### src/rtl/bpsk_mod_pkg.sv
package bpsk_mod_pkg;

    typedef enum logic [1:0] {
        FS_IDLE,
        FS_ARMED,
        FS_BITS,
        FS_DRAIN
    } frame_state_e;

    typedef enum logic [1:0] {
        OK_ZERO,
        OK_SYNC,
        OK_WAVE
    } out_kind_e;

    localparam int SLOT_W = 8;

    typedef struct packed {
        out_kind_e         kind;
        logic              bit_val;
        logic [SLOT_W-1:0] slot;
    } sample_req_t;

    function automatic int cnt_width(input int n);
        return (n > 1) ? $clog2(n) : 1;
    endfunction

    function automatic logic even_parity_bit(input logic [63:0] v);
        return ^v;
    endfunction

endpackage

### src/rtl/bpsk_tick_gen.sv
module bpsk_tick_gen
    import bpsk_mod_pkg::*;
#(
    parameter int DIV = 1000
) (
    input  logic clk,
    input  logic rst,
    output logic tick
);
    localparam int CW = cnt_width(DIV);

    logic [CW-1:0] cnt;

    assign tick = (cnt == CW'(DIV - 1));

    always_ff @(posedge clk) begin
        if (rst || tick) begin
            cnt <= '0;
        end else begin
            cnt <= cnt + 1'b1;
        end
    end
endmodule

### src/rtl/bpsk_frame_seq.sv
module bpsk_frame_seq
    import bpsk_mod_pkg::*;
#(
    parameter int DATA_W = 8,
    parameter int SPB    = 8
) (
    input  logic              clk,
    input  logic              rst,
    input  logic              tick,
    input  logic              in_valid,
    input  logic [DATA_W-1:0] in_data,
    output logic              in_ready,
    output sample_req_t       req
);
    localparam int NBITS = DATA_W + 1;
    localparam int BW    = cnt_width(NBITS);
    localparam int SW    = cnt_width(SPB);

    frame_state_e     st;
    logic [NBITS-1:0] shreg;
    logic [BW-1:0]    bit_cnt;
    logic [SW-1:0]    samp_cnt;
    logic             accept;
    logic             last_samp;
    logic             last_bit;

    assign in_ready  = (st == FS_IDLE);
    assign accept    = in_valid && in_ready;
    assign last_samp = (samp_cnt == SW'(SPB - 1));
    assign last_bit  = (bit_cnt == BW'(NBITS - 1));

    always_ff @(posedge clk) begin
        if (rst) begin
            st       <= FS_IDLE;
            shreg    <= '0;
            bit_cnt  <= '0;
            samp_cnt <= '0;
        end else begin
            case (st)
                FS_IDLE: begin
                    if (accept) begin
                        shreg <= {even_parity_bit(64'(in_data)), in_data};
                        st    <= FS_ARMED;
                    end
                end
                FS_ARMED: begin
                    if (tick) begin
                        bit_cnt  <= '0;
                        samp_cnt <= '0;
                        st       <= FS_BITS;
                    end
                end
                FS_BITS: begin
                    if (tick) begin
                        if (last_samp) begin
                            samp_cnt <= '0;
                            shreg    <= shreg << 1;
                            bit_cnt  <= bit_cnt + 1'b1;
                            if (last_bit) begin
                                st <= FS_DRAIN;
                            end
                        end else begin
                            samp_cnt <= samp_cnt + 1'b1;
                        end
                    end
                end
                default: begin
                    if (tick) begin
                        st <= FS_IDLE;
                    end
                end
            endcase
        end
    end

    always_comb begin
        req.kind    = OK_ZERO;
        req.bit_val = 1'b0;
        req.slot    = '0;
        case (st)
            FS_ARMED: req.kind = OK_SYNC;
            FS_BITS: begin
                req.kind    = OK_WAVE;
                req.bit_val = shreg[NBITS-1];
                req.slot    = SLOT_W'(samp_cnt);
            end
            default: req.kind = OK_ZERO;
        endcase
    end
endmodule

### src/rtl/bpsk_sample_map.sv
module bpsk_sample_map
    import bpsk_mod_pkg::*;
#(
    parameter int SAMP_W = 8,
    parameter int SPB    = 8
) (
    input  logic                  clk,
    input  logic                  rst,
    input  logic                  tick,
    input  sample_req_t           req,
    input  logic [SPB*SAMP_W-1:0] wave_tbl,
    output logic [SAMP_W-1:0]     dac_code,
    output logic                  sample_stb
);
    localparam int                SW        = cnt_width(SPB);
    localparam int                AW        = SAMP_W + 2;
    localparam logic [SAMP_W-1:0] ZERO_CODE = {1'b1, {(SAMP_W-1){1'b0}}};
    localparam logic [SAMP_W-1:0] SYNC_CODE = '1;

    logic signed [SAMP_W-1:0] tbl [SPB];
    logic [SW-1:0]            idx;
    logic signed [AW-1:0]     tap;
    logic signed [AW-1:0]     level;
    logic [AW-1:0]            sum;
    logic [SAMP_W-1:0]        next_code;

    for (genvar g = 0; g < SPB; g++) begin : g_unpack
        assign tbl[g] = wave_tbl[g*SAMP_W +: SAMP_W];
    end

    assign idx   = req.slot[SW-1:0];
    assign tap   = AW'(tbl[idx]);
    assign level = req.bit_val ? tap : -tap;
    assign sum   = {2'b00, ZERO_CODE} + level;

    always_comb begin
        case (req.kind)
            OK_SYNC: next_code = SYNC_CODE;
            OK_WAVE: next_code = sum[SAMP_W-1:0];
            default: next_code = ZERO_CODE;
        endcase
    end

    always_ff @(posedge clk) begin
        if (rst) begin
            dac_code   <= ZERO_CODE;
            sample_stb <= 1'b0;
        end else begin
            sample_stb <= tick;
            if (tick) begin
                dac_code <= next_code;
            end
        end
    end
endmodule

### src/rtl/bpsk_frame_mod.sv
module bpsk_frame_mod
    import bpsk_mod_pkg::*;
#(
    parameter int DATA_W   = 8,
    parameter int SPB      = 8,
    parameter int SAMP_W   = 8,
    parameter int TICK_DIV = 1000
) (
    input  logic                  clk,
    input  logic                  rst,
    input  logic                  in_valid,
    output logic                  in_ready,
    input  logic [DATA_W-1:0]     in_data,
    input  logic [SPB*SAMP_W-1:0] wave_tbl,
    output logic [SAMP_W-1:0]     dac_code,
    output logic                  sample_stb
);
    logic        tick;
    sample_req_t req;

    bpsk_tick_gen #(.DIV(TICK_DIV)) u_tick (
        .clk  (clk),
        .rst  (rst),
        .tick (tick)
    );

    bpsk_frame_seq #(.DATA_W(DATA_W), .SPB(SPB)) u_seq (
        .clk      (clk),
        .rst      (rst),
        .tick     (tick),
        .in_valid (in_valid),
        .in_data  (in_data),
        .in_ready (in_ready),
        .req      (req)
    );

    bpsk_sample_map #(.SAMP_W(SAMP_W), .SPB(SPB)) u_map (
        .clk        (clk),
        .rst        (rst),
        .tick       (tick),
        .req        (req),
        .wave_tbl   (wave_tbl),
        .dac_code   (dac_code),
        .sample_stb (sample_stb)
    );
endmodule

### config.mk
export PLATFORM = sky130hd
export DESIGN_NAME = bpsk_frame_mod
export DESIGN_NICKNAME = d
export VERILOG_FILES = /design/src/rtl/bpsk_mod_pkg.sv /design/src/rtl/bpsk_tick_gen.sv /design/src/rtl/bpsk_frame_seq.sv /design/src/rtl/bpsk_sample_map.sv /design/src/rtl/bpsk_frame_mod.sv
export SDC_FILE = /design/constraint.sdc
export NUM_CORES = 1
export LEC_CHECK = 0
export ABC_AREA = 1
export BUFFER_PORTS_ARGS = -buffer_cell sky130_fd_sc_hd__clkbuf_2
export CORE_MARGIN = 3
export CORE_UTILIZATION = 53
export CTS_CLUSTER_SIZE = 30
export DETAILED_ROUTE_END_ITERATION = 12
export PLACE_DENSITY = 0.82
export REMOVE_ABC_BUFFERS = 1
export SKIP_CTS_REPAIR_TIMING = 1
export SLEW_MARGIN = 20
export SYNTH_ARGS = -nofsm -noshare
export SYNTH_HDL_FRONTEND = slang
export SYNTH_SLANG_ARGS = --single-unit
### constraint.sdc
create_clock -name clk -period 2.7 [get_ports clk]
set_clock_uncertainty 0.15 [all_clocks]
set_input_delay 0.27 -clock clk [delete_from_list [all_inputs] [get_ports clk]]
set_output_delay 0.27 -clock clk [all_outputs]
set_load 0.02 [all_outputs]
=== Word level (Yosys, flattened, before mapping) ===
Index checks and enable logic that the tools add are counted.

* $add $sub $neg: 5
* Magnitude comparators: 1
* Reduce and logical (&&, ||, !) cells: 11
* Bitwise logic cells: 1
* Multiplexer cells: 26
* Equality and inequality tests: 12

{| class="wikitable"
|+ Operator list
! cell !! count
|-
| 64-bit XOR reduction || 1
|-
| 9-bit 2-to-1 mux || 4
|-
| 8-bit binary-select mux with 3-bit select || 1
|-
| 8-bit 2-to-1 mux || 3
|-
| 9-bit case mux with 2 select lines || 1
|-
| 8-bit case mux with 2 select lines || 1
|-
| 2-bit 2-to-1 mux || 6
|-
| 4-bit 2-to-1 mux || 3
|-
| 10-bit by 1-bit adder with 10-bit output, second input constant || 1
|-
| 10-bit == test, second input constant || 1
|-
| 3-bit 2-to-1 mux || 3
|-
| 8-bit adder, first input constant || 1
|-
| 2-bit by 1-bit != test with 1-bit output, second input constant || 4
|-
| 8-bit negation || 1
|-
| 4-bit case mux with 2 select lines || 1
|-
| 4-bit AND reduction || 2
|-
| 2-bit case mux with 3 select lines || 1
|-
| 3-bit case mux with 2 select lines || 1
|-
| 6-bit AND reduction || 1
|-
| 2-bit nonzero test || 3
|-
| 4-bit by 1-bit adder with 4-bit output, second input constant || 1
|-
| 2-bit by 1-bit == test with 1-bit output, second input constant || 2
|-
| 2-bit == test, second input constant || 2
|-
| 4-bit == test, second input constant || 1
|-
| 10 further kinds || 10
|}

* Bits of input ports: 75
* Register bits: 37
* Word-level logic and storage cells: 63
* Output and inout port bits: 10

=== Depth between registers and ports, before layout ===
* Word-level depth: 10
* Gate-level depth with buffers: 18
* Gate-level depth less buffers: 17

=== Cells and area by module ===
Synthesis repeated with hierarchy kept, for this count alone.

* Cell total of the unflattened synthesis: 525
* Area total of the unflattened synthesis: 3,183.1 um2

{| class="wikitable"
|+ By module, submodules not included
! module !! cells an instance !! area an instance (um2) !! sequential area each (um2) !! instances
|-
| bpsk_sample_map || 281 || 1,481.4 || 180.2 || 1
|-
| bpsk_frame_seq || 182 || 1,244.9 || 360.3 || 1
|-
| bpsk_tick_gen || 62 || 456.7 || 200.2 || 1
|}

=== Least setup slack after synthesis ===
Ideal clock, no wire load.

* Path kind: register to register
* Start point: register u_seq.st[0]
* End point: register u_map.dac_code[6]
* Arrival time: 1,895 ps
* Setup time: 112 ps
* Period minus slack after synthesis: 2,157 ps
* Stages on the path, launching flop included: 18
* Required time: 2,438 ps
* Slack: 543 ps
* Path buffers: 2
* Path through: dfxtp_1 inv_1 ha_1 nand2_1 buf_6 buf_6 nand2_1 nand3_1 nand3_1 nand2_2 ha_1 nand3_2 nand2_2 nand3_1 nand3_1 nand2_1 nand2_1 nand2_1

* Longest elaborated chain between the ends: 10
* Elaborated cells between the ends (all ways): 14
* Classes of those cells: add/sub (2); eq/ne (4); mux (7); bitwise (1)

{| class="wikitable"
|+ RTL lines
! item !! line !! RTL
|-
| from (decl) || bpsk_frame_seq.sv:19 || <nowiki>frame_state_e st;</nowiki>
|-
| from (signal assigned) || bpsk_frame_seq.sv:34 || <nowiki>st <= FS_IDLE;</nowiki>
|-
| from (signal assigned) || bpsk_frame_seq.sv:43 || <nowiki>st <= FS_ARMED;</nowiki>
|-
| from (signal assigned) || bpsk_frame_seq.sv:50 || <nowiki>st <= FS_BITS;</nowiki>
|-
| 2-bit == test || bpsk_frame_seq.sv:80 || <nowiki>case (st)</nowiki>
|-
| 9-bit 2-to-1 mux || bpsk_frame_seq.sv:80 ||
|-
| 3-bit inverter with 4-bit output (implied by the code) || bpsk_sample_map.sv:32 || <nowiki>assign tap = AW'(tbl[idx]);</nowiki>
|-
| 8-bit binary-select mux with 3-bit select || bpsk_sample_map.sv:32 ||
|-
| 8-bit 2-to-1 mux (implied by the code) (2 in series) || bpsk_sample_map.sv:32 ||
|-
| 8-bit negation || bpsk_sample_map.sv:33 || <nowiki>assign level = req.bit_val ? tap : -tap;</nowiki>
|-
| 8-bit 2-to-1 mux || bpsk_sample_map.sv:33 ||
|-
| 8-bit adder || bpsk_sample_map.sv:34 || <nowiki>assign sum = {2'b00, ZERO_CODE} + level;</nowiki>
|-
| 8-bit case mux with 2 select lines (*) || bpsk_sample_map.sv:37 || <nowiki>case (req.kind)</nowiki>
|-
| to (signal assigned) || bpsk_sample_map.sv:51 || <nowiki>dac_code <= next_code;</nowiki>
|-
| to (decl) || bpsk_sample_map.sv:12 || <nowiki>output logic [SAMP_W-1:0] dac_code,</nowiki>
|}

Mark *: on every way between the ends. The rest lies on a longest branch, timed or not. The select of a mux whose other input is x is not followed.
A chain may end at the register's enable or synchronous reset.

=== Final worst setup path ===
Ends and elaborated chain as after synthesis.

==> results.md <==
- All-Layer GR Usage: 0.226
- Worst-Skew Late Latency: 0.29 ns
- Initial DRC count: 151
- P&R area growth vs syn: 18.9%
- CTS tree: built
- # rows: 26
- Antenna violations before repair: 0
- CTS Buffer Depth: 2
- Residual overflow from global routing: 0
- Count leader, synth: nand2_1
- Period minus WS final: 2.40 ns
- Clock slew at reported path FFs: 0.07 ns
- GP Congestion: 0.889
- Highest fanout seen on the critical path: 28
- Final Cycle Share: 0.889
- Cell area after layout: about 0.0034 mm²
- Die W: 79.8 µm
- Top FF cell, synth: dfxtp_1
- Critical Path Source Type: flop
- Vias per cell: ~5
- Actual slew at the worst max-slew pin: 0.313 ns
- Required @ worst endpoint: ~2.7 ns
- Ys Warns: 0
- HP Class: input port to flop
- Largest net degree at the start of global routing: 30
- Share of the synthesized area in the top cell type: 0.257
- Type of the worst setup path: flop to flop
- Fillers: about 480
- Crit end category: flop
- R2R Path End: u_map.dac_code[6]
- Diode count: 0
- Net Sw Power: 604 µW
- WHS Path Cells: 2
- Full die area: 0.00636 mm²
- Peak VDD IR: 0.000423 V
- Num CTS Buffers: 5
- R2R Path Start: u_seq.st[0]
- Vias in the first global route: 2821
- Final hold vios: 0
- Sink Count: 37
- Share of cells above drive strength 1: 0.241
- Unrepaired setup endpoints after global routing: false
- Vias: just over 3k
- Die Ht: 79.8 µm
- Yosys cell types: 34
- Gate power share: 0.326
- Initial core utilization: 0.558
- Slew headroom: 0.791
- Critical hold path startpoint: rst
- Leak Pwr: about 1.8 nW
- Yosys top cell by area: dfxtp_1
- Routed len/inst: between 10 and 15 µm
- Status: finished clean
- Final setup viols: 0
- Placed Cells: 610
- IO buf count: 84
- Setup TNS: 0 ns
- Remaining DRCs: 0
- Final non-filler cell total: just over 600
- Asr flop ratio synth: 0
- H-tree depth: 2
- Clock network fraction of design power: 0.314
- Peak Freq: about 420 MHz
- Layout Nets: 633
- Antenna Nets Post-Route: 0
- Seq pwr share: 0.359
- Post-synth EDFFs: 0
- Placeable Area: a little over 0.005 mm²
- Clock root buffer: clkbuf_8
- Top cells by instance count after synthesis: nand2_1 (118), inv_1 (72), nand3_1 (67)
- Arrival @ worst endpoint: 2.44 ns
- Avg Cell Area, Syn: 6.14 µm²
- Top cells by area, synth: dfxtp_1 (26%), nand2_1 (15%), nand3_1 (12%)
- Synth Register Bits: 37
- Hold endpoint: u_seq.st[0]
- Count of pins over their slew limit: 0
- Max-Cap Viols: 0
- I/O pin cnt: 85
- Switching Fraction: 0.337
- Dpl cell area: 0.00328 mm²
- Cell Int Power: 1.19 mW
- Synth Cell Area: 0.00289 mm²
- P per Cell Area: about 520 mW/mm²
- Reg2Reg Setup Slack: 0.30 ns
- Reg2reg path depth: 16
- Mapped Cells: 470
- DPL Wire Length: roughly 5400 µm
- First-pass GRT wire length: 11700 µm
- Total Wirelength: a little under 7000 µm
- Drt first pass iters: 4
- Post-synthesis sequential area ratio: 0.257
[kinds of logic (layout without fill, tap and decap cells)]
family	after synthesis	in the layout	synth area share
flops	37	37	0.257
compound gates	64	64	0.121
fa+ha+maj	11	11	0.0477
buf+inv	95	173	0.150
simple gates	255	255	0.400
xor+xnor	8	8	0.0243
[critical path, stage by stage (launching register included)]
cell     delay (ns)
dfxtp_2        0.37
inv_1          0.09
ha_2           0.24
nand2_1        0.13
buf_8          0.20
nand2_1        0.08
nand3_1        0.09
nand3_1        0.08
nand2_1        0.15
ha_2           0.24
nand3_2        0.08
nand2_2        0.09
nand3_1        0.08
nand3_1        0.08
nand2_1        0.05
nand2_1        0.05
nand2_1        0.04
[final cells by class]
class                      count  area (µm²)  share of cell area
multi-input combinational    338        1720               0.500
tap                           70        87.6              0.0255
inverter                      77         289              0.0843
timing repair buffer          88         462               0.135
sequential                    37         742               0.216
clock inverter                 3        65.1              0.0190
clock buffer                   5        68.8              0.0201
[sequential cells by signal, indices dropped and copies added (netlist names)]
name	flops
u_seq.bit_cnt	4
u_seq.shreg	9
u_seq.st	2
u_map.dac_code	8
u_seq.samp_cnt	3
u_tick.cnt	10
u_map.sample_stb	1
[worst max path at each step]
stage,slack [ns],cells after the start,from,to
3_5_place_dp,0.12,16,u_seq.st[0],u_map.dac_code[6]
6_report,0.30,16,u_seq.st[0],u_map.dac_code[6]
3_3_place_gp,0.25,16,u_seq.st[0],u_map.dac_code[6]
2_1_floorplan,-0.51,16,u_seq.st[0],u_map.dac_code[6]
5_1_grt,0.05,16,u_seq.st[0],u_map.dac_code[6]
4_1_cts,0.10,16,u_seq.st[0],u_map.dac_code[6]
[layout by cell type, fill, tap and decap left out, types with 3 or more instances in the layout]
master    netlist  routed
nand4_1         3       3
xor2_1          4       4
clkbuf_8        0       5
o21ai_0        27      27
nand3_1        67      67
a21oi_1        23      23
o21ai_1         7       7
nand3_2         5       5
nand2_1       118     118
xnor2_1         4       4
dfxtp_1        37      36
clkbuf_2        0      84
inv_2           4       4
inv_1          72      72
nor3_1          5       5
nor2_1         36      36
ha_1           11       9
a21oi_2         3       3
nand2_2        13      13
[power by group through the flow]
stage / registers (mW) / logic (mW) / clock network, mW
after global placement: 0.651 / 0.553 / 0
after floorplan: 0.646 / 0.410 / 0
after CTS: 0.642 / 0.575 / 0.570
after global routing: 0.650 / 0.673 / 0.602
after detailed placement: 0.654 / 0.566 / 0
final: 0.644 / 0.585 / 0.563
[metrics by stage]
step / utilization / setup WS, ns / power, mW / hold WS, ns
6_report: 0.663 / 0.300 / 1.79 / 0.162
5_1_grt: 0.663 / 0.0511 / 1.92 / 0.173
2_1_floorplan: - / -0.509 / 1.06 / 0.189
3_3_place_gp: 0.634 / 0.251 / 1.20 / 0.283
3_5_place_dp: 0.634 / 0.123 / 1.22 / 0.288
4_1_cts: 0.660 / 0.103 / 1.79 / 0.162
[metal layers]
layer / global-route usage / part of all wire / up-vias
li1: - / - / 1633
met1: 0.279 / 0.45 / 1385
met2: 0.397 / 0.49 / 74
met3: 0.0485 / 0.049 / 11
met4: 0.0557 / 0.016 / 0
met5: 0 / 0 / -
No activity file was read; power rests on OpenSTA's default activity.
